[config.mk]
export PLATFORM = sky130hd
export DESIGN_NAME = grouped_irq_expander
export DESIGN_NICKNAME = d
export VERILOG_FILES = /design/src/rtl/irqx_pkg.sv /design/src/rtl/irqx_flag_bank.sv /design/src/rtl/irqx_line_arb.sv /design/src/rtl/irqx_vec_fetch.sv /design/src/rtl/grouped_irq_expander.sv
export SDC_FILE = /design/constraint.sdc
export NUM_CORES = 2
export LEC_CHECK = 0
export BUFFER_PORTS_ARGS = -buffer_cell sky130_fd_sc_hd__buf_2
export CORE_MARGIN = 2
export CORE_UTILIZATION = 40
export CTS_CLUSTER_SIZE = 8
export DETAILED_ROUTE_END_ITERATION = 7
export HOLD_SLACK_MARGIN = 0.15
export PLACE_DENSITY = 0.58
export SLEW_MARGIN = 20
export SYNTH_ARGS = -nofsm -noshare
export SYNTH_HDL_FRONTEND = slang
export SYNTH_HIERARCHICAL = 1
export SYNTH_SLANG_ARGS = --single-unit
[constraint.sdc]
create_clock -name clk -period 21.1 [get_ports clk]
set_clock_uncertainty 0.15 [all_clocks]
set_input_delay 1.055 -clock clk [delete_from_list [all_inputs] [get_ports clk]]
set_output_delay 1.055 -clock clk [all_outputs]
set_load 0.005 [all_outputs]
[src/rtl/irqx_pkg.sv]
package irqx_pkg;
  typedef enum logic {
    FETCH_IDLE = 1'b0,
    FETCH_RUN  = 1'b1
  } fetch_st_e;
endpackage

[src/rtl/irqx_flag_bank.sv]
module irqx_flag_bank #(
  parameter int NG = 12,
  parameter int GS = 8,
  localparam int NSRC = NG * GS,
  localparam int GW = (NG > 1) ? $clog2(NG) : 1
) (
  input  logic            clk,
  input  logic            rst_n,
  input  logic [NSRC-1:0] src_i,
  input  logic            en_wr_i,
  input  logic [GW-1:0]   en_grp_i,
  input  logic [GS-1:0]   en_data_i,
  input  logic [NSRC-1:0] clr_i,
  output logic [NSRC-1:0] pend_o,
  output logic [NG-1:0]   grp_pend_o
);
  logic [NSRC-1:0] src_q, flag_q, flag_d, en_q, en_d;

  always_comb begin
    // a fresh edge beats a clear in the same cycle
    flag_d = (flag_q & ~clr_i) | (src_i & ~src_q);
    en_d   = en_q;
    for (int g = 0; g < NG; g++) begin
      if (en_wr_i && (en_grp_i == GW'(g))) en_d[g*GS +: GS] = en_data_i;
    end
  end

  always_ff @(posedge clk or negedge rst_n) begin
    if (!rst_n) begin
      src_q  <= '0;
      flag_q <= '0;
      en_q   <= '0;
    end else begin
      src_q  <= src_i;
      flag_q <= flag_d;
      en_q   <= en_d;
    end
  end

  assign pend_o = flag_q & en_q;

  for (genvar g = 0; g < NG; g++) begin : g_grp
    assign grp_pend_o[g] = |pend_o[g*GS +: GS];
  end
endmodule

[src/rtl/irqx_line_arb.sv]
module irqx_line_arb #(
  parameter int NG = 12
) (
  input  logic          clk,
  input  logic          rst_n,
  input  logic [NG-1:0] grp_pend_i,
  input  logic [NG-1:0] ackclr_i,
  output logic [NG-1:0] int_o
);
  logic [NG-1:0] ack_q, ack_d, elig;

  always_comb begin
    elig  = grp_pend_i & ~ack_q;
    int_o = elig & (~elig + NG'(1));  // lowest-numbered eligible group
    ack_d = (ack_q & ~ackclr_i) | int_o;
  end

  always_ff @(posedge clk or negedge rst_n) begin
    if (!rst_n) ack_q <= '0;
    else        ack_q <= ack_d;
  end
endmodule

[src/rtl/irqx_vec_fetch.sv]
module irqx_vec_fetch
  import irqx_pkg::*;
#(
  parameter int NG = 12,
  parameter int GS = 8,
  parameter int VEC_W = 32,
  parameter int FETCH_LAT = 8,
  localparam int NSRC = NG * GS,
  localparam int GW = (NG > 1) ? $clog2(NG) : 1,
  localparam int SW = $clog2(NSRC),
  localparam int CW = $clog2(FETCH_LAT)
) (
  input  logic             clk,
  input  logic             rst_n,
  input  logic             cpu_ack_i,
  input  logic [GW-1:0]    cpu_ack_grp_i,
  input  logic [NSRC-1:0]  pend_i,
  input  logic             vt_wr_i,
  input  logic [SW-1:0]    vt_addr_i,
  input  logic [VEC_W-1:0] vt_data_i,
  output logic [NSRC-1:0]  clr_o,
  output logic             vec_valid_o,
  output logic [VEC_W-1:0] vec_o,
  output logic [SW-1:0]    vec_src_o
);
  logic [VEC_W-1:0] vt_q [NSRC];
  fetch_st_e        st_q, st_d;
  logic [CW-1:0]    cnt_q, cnt_d;
  logic [VEC_W-1:0] vec_q, vec_d;
  logic [SW-1:0]    idx_q, idx_d, sel;
  logic [GS-1:0]    grp_bits;
  logic             accept, hit;
  int               pos;

  always_ff @(posedge clk) begin
    if (vt_wr_i && (int'(vt_addr_i) < NSRC)) vt_q[vt_addr_i] <= vt_data_i;
  end

  always_comb begin
    grp_bits = '0;
    for (int g = 0; g < NG; g++) begin
      if (cpu_ack_grp_i == GW'(g)) grp_bits = pend_i[g*GS +: GS];
    end
    hit = 1'b0;
    pos = 0;
    for (int b = GS - 1; b >= 0; b--) begin
      if (grp_bits[b]) begin
        hit = 1'b1;
        pos = b;
      end
    end
    sel    = SW'(int'(cpu_ack_grp_i) * GS + pos);
    accept = cpu_ack_i && (st_q == FETCH_IDLE) && (int'(cpu_ack_grp_i) < NG);

    clr_o = '0;
    st_d  = st_q;
    cnt_d = cnt_q;
    vec_d = vec_q;
    idx_d = idx_q;
    if (accept) begin
      if (hit) clr_o[sel] = 1'b1;
      st_d  = FETCH_RUN;
      cnt_d = CW'(FETCH_LAT - 2);
      vec_d = hit ? vt_q[sel] : '0;
      idx_d = hit ? sel : '0;
    end else if (st_q == FETCH_RUN) begin
      if (cnt_q == '0) st_d = FETCH_IDLE;
      else             cnt_d = cnt_q - CW'(1);
    end
  end

  always_ff @(posedge clk or negedge rst_n) begin
    if (!rst_n) begin
      st_q  <= FETCH_IDLE;
      cnt_q <= '0;
      vec_q <= '0;
      idx_q <= '0;
    end else begin
      st_q  <= st_d;
      cnt_q <= cnt_d;
      vec_q <= vec_d;
      idx_q <= idx_d;
    end
  end

  assign vec_valid_o = (st_q == FETCH_RUN) && (cnt_q == '0);
  assign vec_o       = vec_q;
  assign vec_src_o   = idx_q;
endmodule

[src/rtl/grouped_irq_expander.sv]
module grouped_irq_expander #(
  parameter int NUM_GROUPS = 12,
  parameter int GROUP_SIZE = 8,
  parameter int VEC_W = 32,
  parameter int FETCH_LAT = 8,
  localparam int NSRC = NUM_GROUPS * GROUP_SIZE,
  localparam int GW = (NUM_GROUPS > 1) ? $clog2(NUM_GROUPS) : 1,
  localparam int SW = $clog2(NSRC)
) (
  input  logic                  clk,
  input  logic                  rst_n,
  input  logic [NSRC-1:0]       src_i,
  input  logic                  en_wr_i,
  input  logic [GW-1:0]         en_grp_i,
  input  logic [GROUP_SIZE-1:0] en_data_i,
  input  logic [NUM_GROUPS-1:0] ackclr_i,
  input  logic                  vt_wr_i,
  input  logic [SW-1:0]         vt_addr_i,
  input  logic [VEC_W-1:0]      vt_data_i,
  input  logic                  cpu_ack_i,
  input  logic [GW-1:0]         cpu_ack_grp_i,
  output logic [NUM_GROUPS-1:0] cpu_int_o,
  output logic                  vec_valid_o,
  output logic [VEC_W-1:0]      vec_o,
  output logic [SW-1:0]         vec_src_o
);
  logic                  rst_meta, rst_sync_n;
  logic [NSRC-1:0]       pend, clr;
  logic [NUM_GROUPS-1:0] grp_pend;

  always_ff @(posedge clk or negedge rst_n) begin
    if (!rst_n) {rst_sync_n, rst_meta} <= 2'b00;
    else        {rst_sync_n, rst_meta} <= {rst_meta, 1'b1};
  end

  irqx_flag_bank #(.NG(NUM_GROUPS), .GS(GROUP_SIZE)) u_flags (
    .clk(clk), .rst_n(rst_sync_n), .src_i(src_i), .en_wr_i(en_wr_i),
    .en_grp_i(en_grp_i), .en_data_i(en_data_i), .clr_i(clr),
    .pend_o(pend), .grp_pend_o(grp_pend)
  );

  irqx_line_arb #(.NG(NUM_GROUPS)) u_arb (
    .clk(clk), .rst_n(rst_sync_n), .grp_pend_i(grp_pend),
    .ackclr_i(ackclr_i), .int_o(cpu_int_o)
  );

  irqx_vec_fetch #(.NG(NUM_GROUPS), .GS(GROUP_SIZE), .VEC_W(VEC_W),
                   .FETCH_LAT(FETCH_LAT)) u_fetch (
    .clk(clk), .rst_n(rst_sync_n), .cpu_ack_i(cpu_ack_i),
    .cpu_ack_grp_i(cpu_ack_grp_i), .pend_i(pend), .vt_wr_i(vt_wr_i),
    .vt_addr_i(vt_addr_i), .vt_data_i(vt_data_i), .clr_o(clr),
    .vec_valid_o(vec_valid_o), .vec_o(vec_o), .vec_src_o(vec_src_o)
  );
endmodule

[Yosys cells after proc, flatten, opt, wreduce, memory -nomap -nowiden]
Memory sizes are Yosys's and may differ from the RTL's.
Index checks and enable logic that the tools add are counted.
Word-level totals
  logic and storage cells: 142
  bits in registers: 345
  memories kept: 1
  output and inout bits: 52
  RAM bits: 3072
  input bits: 168
Cells by class
  bitwise operators: 14
  add/sub/neg operators: 3
  magnitude comparators: 4
  equality and inequality tests: 23
  mux-type cells: 42
  reductions and logical operators: 34
Memories
  u_fetch.vt_q: words 96, bits a word 32, rd ports 1, clocked after memory_dff 0, write ports 1, RTL line irqx_vec_fetch.sv:26  | logic [VEC_W-1:0] vt_q [NSRC];
Operators by type and width (count)
  $and A96 B96 Y96: 3
  $mux W96: 2
  $not A96 Y96: 2
  $mux W8: 12
  $or A96 B96 Y96: 1
  $reduce_or A8 Y1: 12
  $and A12 B12 Y12: 3
  $not A12 Y12: 3
  $mux W3: 11
  $eq A4 B3 Y1 const B: 8
  $eq A4 B4 Y1 const B: 8
  $mux W32: 1
  $logic_and A1 B1 Y1: 17
  $eq A4 B2 Y1 const B: 4
  $mux W1: 14
  $add A12 B1 Y12 const B: 1
  $or A12 B12 Y12: 1
  $eq A4 B1 Y1 const B: 2
  $logic_not A4 Y1: 2
  $lt A7 B8 Y1 const B: 1
  $add A7 B3 Y7: 1
  $demux W1 S7: 1
  $ge A7 B1 Y1 const B: 1
  $lt A7 B7 Y1 const B: 1
  other kinds (8): 8

[Logic depth before layout (Yosys ltp)]
  word-level depth: 31
  mapped depth: 19

[By module]
Netlist, hierarchy kept.
By module, submodules not included
  irqx_vec_fetch: instances 1, cells an instance 7239, area each 117201.2 um2, seq. area each 93324.5 um2
  irqx_flag_bank: instances 1, cells an instance 835, area each 10679.0 um2, seq. area each 7206.9 um2
  irqx_line_arb: instances 1, cells an instance 71, area each 649.4 um2, seq. area each 300.3 um2
  grouped_irq_expander: instances 1, cells an instance 3, area each 53.8 um2, seq. area each 50.0 um2

[Worst setup path after synthesis]
OpenSTA, ideal clock, no wires.
  kind: input port to flip-flop
  from: in cpu_ack_grp_i[1]
  to: reg u_fetch.vec_q[25] (netlist: u_fetch/vec_o[25])
  buffers on the path: 7
  stages: 16
  data required time: 20.828 ns
  path slack: 16.615 ns
  arrival: 4.214 ns
  setup time: 0.122 ns
  path through: buf_4 buf_6 mux2_2 a221oi_1 o21bai_1 a2bb2o_4 buf_2 or4_1 buf_4 buf_6 buf_2 buf_2 o221a_2 o211ai_1 o211ai_1 a32o_1
On the way
  cells in the longest elaborated chain, start to end: 24
Ends and longest elaborated chain
  from (decl): RTL line grouped_irq_expander.sv:21  | input logic [GW-1:0] cpu_ack_grp_i,
  $logic_not A4 Y1: RTL line irqx_vec_fetch.sv:42  | if (cpu_ack_grp_i == GW'(g)) grp_bits = pend_i[g*GS +: GS];
  $mux W8 (12 in a row): RTL line irqx_vec_fetch.sv:42
  $mux W3 (8 in a row): RTL line irqx_vec_fetch.sv:47  | if (grp_bits[b]) begin
  $add A7 B3 Y7: RTL line irqx_vec_fetch.sv:52  | sel = SW'(int'(cpu_ack_grp_i) * GS + pos);
  $mem_v2 Z96 W32
  $mux W32: RTL line irqx_vec_fetch.sv:64  | vec_d = hit ? vt_q[sel] : '0;
  to (signal assigned): RTL line irqx_vec_fetch.sv:81  | vec_q <= vec_d;
  to (decl): RTL line irqx_vec_fetch.sv:29  | logic [VEC_W-1:0] vec_q, vec_d;
Several ways; a longest one is shown, not always the timed one.
A chain may end at the register's enable or synchronous reset.

[Worst setup path in the final report]
  from: in cpu_ack_grp_i[1]
  to: reg u_fetch.vec_q[23] (netlist: u_fetch/vec_o[23])
Same word-level chain as after synthesis.

==> flow_metrics.py <==
metrics = {
    "status": {
        "status": "finished, final reports clean",
    },
    "synth": {
        "synth-main-ff-cell": "edfxtp_1",
        "yosysSeqAreaShare": 0.785,
        "synthArstFlopShare": 0.101,
        "synth_edf_count": 3072,
        "yosys.area.top_type": "edfxtp_1",
        "syn_avg_cell_area_sq_um": 15.8,
        "yosysWarnings": 6,
        "ys_ff_latch": 3417,
        "synth.distinct_cells": 99,
        "syn_inst": 8148,
        "synth.top_cell.area_share": 0.717,
        "synth.area.top_cells": "edfxtp_1, dfrtp_1, o22ai_1, nand2_1, o221ai_1",
        "syn-num-nets": 8318,
        "netlist_area_sq_um": 129000,
    },
    "detailed_routing": {
        "drtIter0Drc": 15853,
        "wl_per_cell_um": 38.3,
        "drt_pass1_iterations": 8,
        "drc_errors": 0,
        "viasPerCell": 6.51,
        "vias": 86333,
        "ant_nets": 0,
        "totalWireLength_um": 509000,
    },
    "global_routing": {
        "grt_use_total": 0.304,
        "antenna_found_initial": 65,
        "overflow": 0,
        "grt_pass1_wl_um": 682000,
        "grt_max_degree": 174,
        "grt_pass1_vias": 81447,
    },
    "power": {
        "power_leakage_nw": 49.8,
        "ir_worst_vdd_v": 0.0000825,
        "pwr_density_cell_nw_per_um2": 113,
    },
    "die": {
        "ios": 220,
        "start_util": 0.401,
        "num_rows": 208,
        "coreArea_sq_um": 320000,
        "die_h_um": 571,
        "die_area_sq_um": 326000,
        "die-width_um": 571,
    },
    "clock_network": {
        "cts.htree.levels": 5,
        "tritoncts": "built",
        "cts_buffers": 470,
        "clockBufferDepth": 4,
        "path_clk_slew_ns": 0.05,
        "clockRootBuffer": "clkbuf_16",
        "clk-insertion-delay-late_ns": 0.98,
        "clock-sinks": 3417,
        "ctsResizeCount": 0,
    },
    "timing": {
        "finalCriticalPeriod_ns": 9.05,
        "worst_slew_pin_slew_ns": 1.35,
        "finalSetupViolations": 0,
        "rsz0062_at_grt": "false",
        "tns_ns": 0,
        "drv_slew": 0,
        "maxClockFrequency_ghz": 0.110,
        "maxSlewHeadroom": 0.0995,
        "finalHoldViolCount": 0,
        "holdWs_ns": 0.193,
        "layout_worst_path_cycle_share": 0.429,
    },
    "critical_path": {
        "start_kind": "primary input",
        "required_ns": 21.77,
        "ff2ff_path_depth": 16,
        "end_kind": "flip-flop",
        "worstSetupPathType": "primary input to flip-flop",
        "cp-startpoint": "cpu_ack_grp_i[1]",
        "r2r-start": "u_flags/flag_q[26]",
        "worstPathArrival_ns": 9.72,
        "worstPathMaxFanout": 62,
    },
    "min_path": {
        "min_path_type": "primary input to flip-flop",
        "min_from": "src_i[0]",
        "hold-path-cell-count": 1,
    },
    "flow_run": {
        "maxCapViolations": 0,
    },
    "placed_design": {
        "gp_congestion": 0.933,
        "dpl.hpwl_um": 286000,
        "io_buffers": 219,
    },
    "cells_and_area": {
        "mostFrequentLayoutCell": "edfxtp_1",
        "finalNetCount": 8898,
        "syn2layout_area_growth_pct": 16.8,
        "fillCellCount": 27306,
        "layout-drive-gt1-share": 0.154,
        "final_cell_mix": "edfxtp_1, nand2_1, o22ai_1",
    },
}
flip-flops by register name, summed over array words and instances (netlist names), 3 cells and up:
name,cells
u_flags/src_q,96
u_arb/ack_q,12
u_flags/en_q,96
u_fetch/vec_o,32
u_fetch/vec_src_o,7
u_flags/flag_q,96
u_fetch/cnt_q,3
u_fetch/vt_q,3072
layer usage:
metal | GRT usage | up-vias | wire (um)
met5 | 0.00191 | - | 337
li1 | - | 33352 | -
met1 | 0.402 | 44108 | 183000
met2 | 0.439 | 7376 | 216000
met3 | 0.0903 | 1451 | 73200
met4 | 0.188 | 46 | 36400
report_power, final:
part	switching, mW	total, mW	internal, mW
Sequential	0.143	7.65	7.51
Combinational	1.88	2.53	0.648
Clock	2.75	6.79	4.04
Total	4.77	17.0	12.2
final cells by class:
type                    count  area (sq um)  area share
clock inverters            21           302     0.00201
diodes                     30          75.1    0.000500
multi-input cells        4036         25800       0.172
clock buffers             658         12600      0.0835
flip-flops and latches   3417        101000       0.671
well taps                4305          5390      0.0359
repair buffers            592          4450      0.0296
inverters                 211           797     0.00530
cells by family (layout without fill, tap and decap cells):
family,after synthesis,count (layout),share of synthesized area
compound gates,1823,1823,0.102
fa+ha+maj,2,2,0.000195
buf+inv,695,1482,0.0235
flops,3417,3417,0.785
mux,236,236,0.0200
other cells,1,31,0.0000292
simple gates,1974,1974,0.0698
path summary, 6_finish.rpt:
| path | end | slack [ns] |
|---|---|---|
| worst min-delay path | u_flags/src_q[0] | 0.19 |
| max in group asynchronous | u_fetch/vec_o[10] | 18.86 |
| worst min register to register | rst_sync_n | 0.20 |
| worst max register to register | u_fetch/vec_o[23] | 13.09 |
| min in group asynchronous | rst_sync_n | 0.34 |
| worst max-delay path | u_fetch/vec_o[23] | 12.05 |
Yosys cell counts (137+ instances only):
cell type,n
buf_2,188
edfxtp_1,3072
o21ai_0,137
dfrtp_1,345
clkbuf_1,189
o221ai_1,280
nor2_1,467
inv_1,211
nand2_1,784
nand3_1,184
o22ai_1,669
nor3_1,155
through the flow:
stage          cell area (sq um)  cells   util  power, mW  setup WS, ns
6_report                  150000  13270  0.469       17.0         12.05
3_5_place_dp              137000  12484  0.426       10.2         11.50
3_3_place_gp              136000  12482  0.426       10.1         11.63
2_1_floorplan             129000   8148      -       8.86         10.62
5_1_grt                   150000  13244  0.469       17.3         12.13
4_1_cts                   150000  13238  0.469       16.9         12.49
worst max-delay path: stages:
cell and delay [ns]:
clkbuf_8 0.31, buf_4 0.67, buf_4 0.70, nand2b_1 0.10, buf_4 0.29, nor2_1 0.13, or3_1 0.20, and2_1 0.73
o2111ai_4 0.19, buf_4 0.31, nand2_8 0.51, buf_4 0.70, buf_4 0.73, buf_4 0.54, buf_4 0.47, nand2_1 0.11
a32o_1 0.27, o311ai_0 0.87, a21boi_0 0.30, o41ai_1 0.34
timing repair:
action	CTS	global route
buffers inserted	0	0
hold endpoints to repair	76	0
hold buffers	75	0
(Power assumes the default switching activity.)
